### src/rtl/gate_dispatch_pkg.sv
package gate_dispatch_pkg;
  localparam logic [7:0] EXC_TS = 8'd10;
  localparam logic [7:0] EXC_SS = 8'd12;
  localparam logic [7:0] EXC_GP = 8'd13;

  localparam logic [4:0] K_TASK   = 5'h05;
  localparam logic [4:0] K_INT16  = 5'h06;
  localparam logic [4:0] K_TRAP16 = 5'h07;
  localparam logic [4:0] K_INT32  = 5'h0E;
  localparam logic [4:0] K_TRAP32 = 5'h0F;

  typedef struct packed {
    logic [31:0] offset;
    logic [15:0] sel;
    logic [4:0]  kind;
    logic [1:0]  dpl;
    logic        present;
  } gate_t;

  function automatic gate_t split_gate(input logic [63:0] d);
    gate_t g;
    g.offset  = {d[63:48], d[15:0]};
    g.sel     = d[31:16];
    g.kind    = d[44:40];
    g.dpl     = d[46:45];
    g.present = d[47];
    return g;
  endfunction

  function automatic logic kind_ok(input logic [4:0] k);
    return (k == K_TASK) || (k == K_INT16) || (k == K_TRAP16) ||
           (k == K_INT32) || (k == K_TRAP32);
  endfunction

  // items on the stack: flags, cs, eip, optional extras
  function automatic logic [3:0] item_count(input logic sw, input logic vm,
                                            input logic err);
    logic [3:0] n;
    n = 4'd3;
    if (sw) n = n + 4'd2;
    if (sw && vm) n = n + 4'd4;
    if (err) n = n + 4'd1;
    return n;
  endfunction

  function automatic logic [5:0] frame_size(input logic [3:0] n, input logic w32);
    return w32 ? {n, 2'b00} : {1'b0, n, 1'b0};
  endfunction

  function automatic logic [31:0] flag_mask(input logic intr);
    logic [31:0] m;
    m = '0;
    m[8]  = 1'b1;
    m[14] = 1'b1;
    m[16] = 1'b1;
    m[17] = 1'b1;
    m[9]  = intr;
    return m;
  endfunction
endpackage

### src/rtl/gate_dispatch_check.sv
module gate_dispatch_check
  import gate_dispatch_pkg::*;
#(
  parameter int VEC_W = 8,
  parameter int LIM_W = 16,
  localparam int OFF_W = VEC_W + 3,
  localparam int CMP_W = ((OFF_W > LIM_W) ? OFF_W : LIM_W) + 1
) (
  input  logic [VEC_W-1:0] vector,
  input  logic             soft_int,
  input  logic [63:0]      gate_desc,
  input  logic [LIM_W-1:0] idt_limit,
  input  logic [1:0]       cpl,
  input  logic             vm86,
  input  logic             cs_conforming,
  input  logic [1:0]       cs_dpl,
  input  logic [31:0]      cs_limit,
  input  logic [15:0]      tss_ss,
  input  logic [1:0]       ss_dpl,
  input  logic             ss_wdata,
  input  logic             ss_present,
  output logic             fault,
  output logic [7:0]       fvec,
  output logic [15:0]      fcode,
  output logic             task_hit,
  output logic             sw,
  output logic             w32,
  output logic             intr,
  output logic [15:0]      gsel,
  output logic [31:0]      entry_off
);
  gate_t g;
  logic ext, lim_hit, ss_bad, eip_bad;
  logic [OFF_W-1:0] gate_off;
  logic [CMP_W-1:0] end_off;
  logic [15:0] gp_code, ss_code, cs_code;

  assign g         = split_gate(gate_desc);
  assign ext       = ~soft_int;
  assign gate_off  = {vector, 3'b000};
  assign end_off   = CMP_W'(gate_off) + CMP_W'(7);
  assign lim_hit   = end_off > CMP_W'(idt_limit);
  assign gp_code   = 16'(gate_off) | 16'd2 | {15'd0, ext};
  assign w32       = g.kind[3];
  assign intr      = (g.kind[2:0] == 3'd6);
  assign gsel      = g.sel;
  assign entry_off = w32 ? g.offset : {16'd0, g.offset[15:0]};
  assign sw        = ~cs_conforming && (cs_dpl < cpl);
  assign ss_bad    = (tss_ss[1:0] != cs_dpl) || (ss_dpl != cs_dpl) || ~ss_wdata;
  assign ss_code   = {tss_ss[15:2], 1'b0, ext};
  assign cs_code   = {g.sel[15:2], 2'b00};
  assign eip_bad   = entry_off > cs_limit;

  always_comb begin
    fault    = 1'b0;
    fvec     = '0;
    fcode    = '0;
    task_hit = 1'b0;
    if (lim_hit || !g.present || !kind_ok(g.kind)) begin
      fault = 1'b1; fvec = EXC_GP; fcode = gp_code;
    end else if (soft_int && (g.dpl < cpl)) begin
      fault = 1'b1; fvec = EXC_GP; fcode = {gp_code[15:1], 1'b0};
    end else if (g.kind == K_TASK) begin
      task_hit = 1'b1;
    end else if (sw) begin
      if (ss_bad) begin
        fault = 1'b1; fvec = EXC_TS; fcode = ss_code;
      end else if (!ss_present) begin
        fault = 1'b1; fvec = EXC_SS; fcode = ss_code;
      end else if (eip_bad) begin
        fault = 1'b1; fvec = EXC_GP; fcode = '0;
      end
    end else begin
      if (vm86) begin
        fault = 1'b1; fvec = EXC_GP; fcode = cs_code;
      end else if (eip_bad) begin
        fault = 1'b1; fvec = EXC_GP; fcode = '0;
      end
    end
  end
endmodule

### src/rtl/gate_dispatch_frame.sv
module gate_dispatch_frame
  import gate_dispatch_pkg::*;
#(
  parameter int DEPTH = 10,
  localparam int CW = $clog2(DEPTH + 1)
) (
  input  logic                   sw,
  input  logic                   vm86,
  input  logic                   w32,
  input  logic                   has_err,
  input  logic [31:0]            err_code,
  input  logic [31:0]            eflags,
  input  logic [31:0]            cur_eip,
  input  logic [31:0]            cur_esp,
  input  logic [15:0]            cur_cs,
  input  logic [15:0]            cur_ss,
  input  logic [15:0]            old_gs,
  input  logic [15:0]            old_fs,
  input  logic [15:0]            old_ds,
  input  logic [15:0]            old_es,
  output logic [DEPTH-1:0][31:0] words,
  output logic [CW-1:0]          count,
  output logic [5:0]             bytes
);
  logic [3:0]  n_items;
  logic [31:0] lo_mask;

  assign n_items = item_count(sw, vm86, has_err);
  assign count   = CW'(n_items);
  assign bytes   = frame_size(n_items, w32);
  assign lo_mask = w32 ? 32'hFFFF_FFFF : 32'h0000_FFFF;

  always_comb begin
    logic [CW-1:0] p;
    words = '0;
    p = '0;
    if (sw && vm86) begin
      words[p] = {16'd0, old_gs}; p = p + 1'b1;
      words[p] = {16'd0, old_fs}; p = p + 1'b1;
      words[p] = {16'd0, old_ds}; p = p + 1'b1;
      words[p] = {16'd0, old_es}; p = p + 1'b1;
    end
    if (sw) begin
      words[p] = {16'd0, cur_ss}; p = p + 1'b1;
      words[p] = cur_esp;         p = p + 1'b1;
    end
    words[p] = eflags;          p = p + 1'b1;
    words[p] = {16'd0, cur_cs}; p = p + 1'b1;
    words[p] = cur_eip;         p = p + 1'b1;
    if (has_err) words[p] = err_code;
    for (int i = 0; i < DEPTH; i++) words[i] = words[i] & lo_mask;
  end
endmodule

### src/rtl/gate_dispatch_emit.sv
module gate_dispatch_emit #(
  parameter int DEPTH = 10,
  localparam int CW = $clog2(DEPTH + 1)
) (
  input  logic                   clk,
  input  logic                   rst_n,
  input  logic                   load,
  input  logic [DEPTH-1:0][31:0] words,
  input  logic [CW-1:0]          count,
  output logic                   push_valid,
  output logic [31:0]            push_word,
  output logic                   push_last
);
  logic [DEPTH-1:0][31:0] buf_q;
  logic [CW-1:0] idx_q, cnt_q;
  logic active_q;

  always_ff @(posedge clk or negedge rst_n) begin
    if (!rst_n) begin
      buf_q    <= '0;
      idx_q    <= '0;
      cnt_q    <= '0;
      active_q <= 1'b0;
    end else if (load) begin
      buf_q    <= words;
      idx_q    <= '0;
      cnt_q    <= count;
      active_q <= (count != '0);
    end else if (active_q) begin
      idx_q <= idx_q + 1'b1;
      if (idx_q == cnt_q - 1'b1) active_q <= 1'b0;
    end
  end

  assign push_valid = active_q;
  assign push_word  = active_q ? buf_q[idx_q] : '0;
  assign push_last  = active_q && (idx_q == cnt_q - 1'b1);
endmodule

### src/rtl/gate_dispatch.sv
module gate_dispatch
  import gate_dispatch_pkg::*;
#(
  parameter int VEC_W = 8,
  parameter int LIM_W = 16,
  parameter int DEPTH = 10
) (
  input  logic             clk,
  input  logic             rst_n,
  input  logic             start,
  input  logic [VEC_W-1:0] vector,
  input  logic             soft_int,
  input  logic             has_err,
  input  logic [31:0]      err_code,
  input  logic [63:0]      gate_desc,
  input  logic [LIM_W-1:0] idt_limit,
  input  logic [1:0]       cpl,
  input  logic             vm86,
  input  logic             cs_conforming,
  input  logic [1:0]       cs_dpl,
  input  logic [31:0]      cs_limit,
  input  logic [15:0]      tss_ss,
  input  logic [31:0]      tss_esp,
  input  logic [1:0]       ss_dpl,
  input  logic             ss_wdata,
  input  logic             ss_present,
  input  logic [15:0]      cur_cs,
  input  logic [31:0]      cur_eip,
  input  logic [15:0]      cur_ss,
  input  logic [31:0]      cur_esp,
  input  logic [31:0]      eflags,
  input  logic [15:0]      old_gs,
  input  logic [15:0]      old_fs,
  input  logic [15:0]      old_ds,
  input  logic [15:0]      old_es,
  output logic             busy,
  output logic             done,
  output logic             fault,
  output logic [7:0]       fault_vec,
  output logic [15:0]      fault_code,
  output logic             task_gate,
  output logic [15:0]      entry_cs,
  output logic [31:0]      entry_eip,
  output logic [15:0]      entry_ss,
  output logic [31:0]      entry_esp,
  output logic [31:0]      clr_mask,
  output logic [5:0]       frame_bytes,
  output logic             zero_dsegs,
  output logic             push_valid,
  output logic [31:0]      push_word,
  output logic             push_last
);
  localparam int CW = $clog2(DEPTH + 1);

  logic c_fault, c_task, c_sw, c_w32, c_intr, accept, enter;
  logic [7:0] c_vec;
  logic [15:0] c_code, c_gsel;
  logic [31:0] c_off;
  logic [DEPTH-1:0][31:0] f_words;
  logic [CW-1:0] f_count;
  logic [5:0] f_bytes;

  gate_dispatch_check #(.VEC_W(VEC_W), .LIM_W(LIM_W)) u_check (
    .vector(vector), .soft_int(soft_int), .gate_desc(gate_desc),
    .idt_limit(idt_limit), .cpl(cpl), .vm86(vm86),
    .cs_conforming(cs_conforming), .cs_dpl(cs_dpl), .cs_limit(cs_limit),
    .tss_ss(tss_ss), .ss_dpl(ss_dpl), .ss_wdata(ss_wdata),
    .ss_present(ss_present), .fault(c_fault), .fvec(c_vec), .fcode(c_code),
    .task_hit(c_task), .sw(c_sw), .w32(c_w32), .intr(c_intr),
    .gsel(c_gsel), .entry_off(c_off)
  );

  gate_dispatch_frame #(.DEPTH(DEPTH)) u_frame (
    .sw(c_sw), .vm86(vm86), .w32(c_w32), .has_err(has_err),
    .err_code(err_code), .eflags(eflags), .cur_eip(cur_eip),
    .cur_esp(cur_esp), .cur_cs(cur_cs), .cur_ss(cur_ss),
    .old_gs(old_gs), .old_fs(old_fs), .old_ds(old_ds), .old_es(old_es),
    .words(f_words), .count(f_count), .bytes(f_bytes)
  );

  assign accept = start && !busy;
  assign enter  = !c_fault && !c_task;

  gate_dispatch_emit #(.DEPTH(DEPTH)) u_emit (
    .clk(clk), .rst_n(rst_n), .load(accept && enter),
    .words(f_words), .count(f_count),
    .push_valid(push_valid), .push_word(push_word), .push_last(push_last)
  );

  assign busy = push_valid && !push_last;

  always_ff @(posedge clk or negedge rst_n) begin
    if (!rst_n) begin
      done <= 1'b0; fault <= 1'b0; fault_vec <= '0; fault_code <= '0;
      task_gate <= 1'b0; entry_cs <= '0; entry_eip <= '0; entry_ss <= '0;
      entry_esp <= '0; clr_mask <= '0; frame_bytes <= '0; zero_dsegs <= 1'b0;
    end else begin
      done <= accept;
      if (accept) begin
        fault       <= c_fault;
        fault_vec   <= c_vec;
        fault_code  <= c_code;
        task_gate   <= c_task;
        entry_cs    <= c_fault ? 16'd0 : c_gsel;
        entry_eip   <= enter ? c_off : 32'd0;
        entry_ss    <= !enter ? 16'd0 : (c_sw ? tss_ss : cur_ss);
        entry_esp   <= !enter ? 32'd0 : ((c_sw ? tss_esp : cur_esp) - 32'(f_bytes));
        clr_mask    <= enter ? flag_mask(c_intr) : 32'd0;
        frame_bytes <= enter ? f_bytes : 6'd0;
        zero_dsegs  <= enter && c_sw && vm86;
      end
    end
  end
endmodule

### config.mk
export PLATFORM = sky130hd
export DESIGN_NAME = gate_dispatch
export DESIGN_NICKNAME = d
export VERILOG_FILES = /design/src/rtl/gate_dispatch_pkg.sv /design/src/rtl/gate_dispatch_check.sv /design/src/rtl/gate_dispatch_frame.sv /design/src/rtl/gate_dispatch_emit.sv /design/src/rtl/gate_dispatch.sv
export SDC_FILE = /design/constraint.sdc
export NUM_CORES = 1
export LEC_CHECK = 0
export BUFFER_PORTS_ARGS = -buffer_cell sky130_fd_sc_hd__buf_4
export CELL_PAD_IN_SITES_DETAIL_PLACEMENT = 0
export CELL_PAD_IN_SITES_GLOBAL_PLACEMENT = 1
export CORE_MARGIN = 2
export CORE_UTILIZATION = 23
export DETAILED_ROUTE_END_ITERATION = 7
export PLACE_DENSITY = 0.48
export SLEW_MARGIN = 5
export SYNTH_ARGS = -nofsm -noshare
export SYNTH_HDL_FRONTEND = slang
export SYNTH_SLANG_ARGS = --single-unit
### constraint.sdc
create_clock -name clk -period 4 [get_ports clk]
set_input_delay 0.4 -clock clk [delete_from_list [all_inputs] [get_ports clk]]
set_output_delay 0.4 -clock clk [all_outputs]
set_load 0.005 [all_outputs]
==> impl_metrics.ini <==
[timing]
slew_headroom_pct = 30.34
clock_skew_ns = 0.01729
worst_pin_slew_ns = 1.045
setup_tns_ns = 0
fmax_mhz = 265.9
hold_viol = 0
slew_violations = 0
rsz0062_at_grt = false
setup_viol = 0
period_share_pct = 94.02
fin_crit_ns = 3.761
setup_slack_ns = 0.2392

[detailed_routing]
firstDrtPassIters = 5
wl_mm = 114.1
route.antenna.remaining_nets = 0
drcViolationCount = 0
drt_iter0_markers = 1222
routedWlPerCell_um = 23.80
vias_per_cell = 4.644
vias = 22267

[synth]
netlist_area_um2 = 26440
yosysMostFrequentCell = dfrtp_1
ys.flop_type = dfrtp_1
synth_area_leader_cell = dfrtp_1
ys.warnings.count = 0
synth.top_cell.area_share_pct = 43.15
synth_area_leaders = dfrtp_1, mux2i_1, mux2_2
ys_ff_latch = 456
synthArstFlopShare_pct = 100.0
synth_commonest_cells = dfrtp_1, nand2_1, mux2i_1
syn_avg_cell_area_um2 = 10.23
synth-edff-count = 0
ys_seq_area_share_pct = 43.15
netlist_instances = 2585
synth_cell_type_count = 68

[flow_run]
drv_cap = 0

[final_layout]
areaGrowthSynthToFinish_pct = 35.30
drive_above_1_share_pct = 30.60
register_area_um2 = 11420
num-fill-cells = 11920
nets = 3685
multi_input_area_um2 = 13310

[floorplan]
coreArea_um2 = 114200
die_area_um2 = 117700
start_util_pct = 23.16
io-pin-count = 604
rows = 124
die_w_um = 343.1
die_h_um = 343.1

[place]
dp_hpwl_mm = 81.38
pre_cts_ws_ns = 0.01435
gp_congestion = 0.8277
port_buffers = 563

[critical_path]
worstPathRequired_ns = 3.60
crit_chain = buf_4 -> buf_4 -> nor2_1 -> nand2_2 -> buf_4 -> o22ai_1 -> and2_1 -> buf_4
r2r_cells = 14
critical_path_class = flop to output pin
rrSetupSlack_ns = 0.41
cp.arrival_ns = 3.36
r2r-start = u_emit.cnt_q[0]$_DFFE_PN0P_
critPathMaxFanout = 21
critPathCaptureType = output pin
path_buf_inv = 4
slowest_delay_ns = 0.53
worst_path_max_delay_cell = buf_4
crit_top_cell = buf_4
reg2reg_to = clr_mask[9]$_DFFE_PN0P_
crit_family = buffers and inverters
startpoint_type = flop

[clock_network]
cts_buffer_depth = 3
cts_root_buf = clkbuf_16
post_cts_buffers = 0
clk_pin_slew_worst_paths_ns = 0.06
insertion_delay_ns = 0.65
cts_sinks = 456
tritoncts = yes
cts_made_buffers = 58
cts_max_level = 2

[global_routing]
grt_usage_pct = 18.82
antenna_found_initial = 25
overflow = 0
grt_pass1_wl_mm = 162.2
grt_pass1_vias = 23401
grt_max_degree = 151

[power]
ir_drop_v = 0.0005749
leakage_uw = 0.01666
pwr_density_cell_nw_per_um2 = 453.0
p_total_uw = 16210

[worst_hold_path]
min-delay-start = gate_desc[26]
min_path_type = input port to flop
min_path_cells = 2
min_to = entry_cs[10]$_DFFE_PN0P_

[run_status]
outcome = complete, no violations
## sequential cells by signal, summed over array words and instances (netlist names)
signal,cells
entry_esp,32
entry_eip,32
u_emit.buf_q,320
zero_dsegs,1
clr_mask,2
u_emit.push_valid,1
fault_code,16
u_emit.cnt_q,4
u_emit.idx_q,4
fault,1
done,1
fault_vec,4
entry_ss,16
entry_cs,16
task_gate,1
frame_bytes,5
## how the worst max path moves through the flow
stage | from | to | slack (ns) | cells after the start
after floorplan | cpl[1] | entry_esp[23]$_DFFE_PN0P_ | -0.05 | 18
after global placement | cpl[1] | entry_esp[28]$_DFFE_PN0P_ | 0.01 | 17
after detailed placement | cpl[1] | entry_esp[19]$_DFFE_PN0P_ | 0.01 | 19
after CTS | u_emit.idx_q[2]$_DFFE_PN0P_ | push_word[28] | 0.17 | 8
after global routing | u_emit.idx_q[2]$_DFFE_PN0P_ | push_word[28] | 0.16 | 8
final | u_emit.idx_q[2]$_DFFE_PN0P_ | push_word[28] | 0.24 | 8
## metrics by stage
step | hold WS [ns] | std cells | instance area, µm² | utilization (%)
final | 0.04153 | 4795 | 35780 | 31.33
after global routing | 0.02758 | 4789 | 35760 | 31.32
after CTS | 0.0001575 | 4786 | 35750 | 31.31
after detailed placement | 0.4703 | 4557 | 32560 | 28.51
after global placement | 0.4650 | 4556 | 32550 | 28.50
after floorplan | 0.1044 | 2616 | 26620 | -
## report_power, final
part	internal [µW]	total [µW]	switching, µW
registers	5400	5830	433
clock network	3290	5500	2210
logic	2330	4870	2540
## what timing repair did
| item | 4_1_cts | 5_1_grt |
|---|---|---|
| resized for setup | 0 | 0 |
| hold buffers | 122 | 0 |
| endpoints found under the hold margin | 216 | 0 |
## cell type report
type,instances,share of cell area [%]
inverter,204,2.161
clock buffer,85,4.819
multi-input combinational,1737,37.21
antenna,9,0.06295
timing repair buffer,770,17.83
sequential,456,31.93
clock inverter,22,0.6960
tap,1512,5.288
## layout by cell type (no fill, tap or decap), types with 9 or more instances in the layout
cell and instances:
mux4_2 64, ha_1 49, a32o_1 22, mux2i_1 313
nand2_1 336, clkbuf_1 11, a21boi_0 19, clkinv_2 13
and2_1 64, a22o_1 45, nor4_1 11, a211o_1 10
nor2b_1 19, conb_1 32, dfrtp_1 451, a31oi_1 22
clkbuf_16 59, or3_1 11, buf_4 623, inv_1 202
nand3b_1 17, nand2b_1 9, nand3_1 25, nand4_1 13
dlygate4sd3_1 122, diode_2 9, and3_1 26, mux2_2 163
o21ai_0 118, o22ai_1 32, nor2_1 107, a211oi_1 17
a21oi_1 57, xnor2_1 26, buf_12 22, clkbuf_8 16
nor3_1 22
## cell families (layout without fill, tap and decap cells)
group	Yosys count	count (layout)	synth area share (%)
AOI/OAI and AO/OA	383	383	9.516
xor gates and xnor gates	35	35	1.188
adders and majority gates	51	51	2.442
buffers and inverters	423	1081	7.126
DFF	456	456	43.15
muxes	541	541	24.29
other	1	41	0.01418
and+or+nand+nor	695	695	12.27
## per-layer routing
layer	track usage [%]	vias up	part of all wire [%]
met5	0	-	0.14
met3	3.890	156	5.7
met1	25.30	11181	45
li1	-	10255	-
met2	30.58	649	47
met4	5.104	26	2.4
Power figures use the tool's default switching activity.
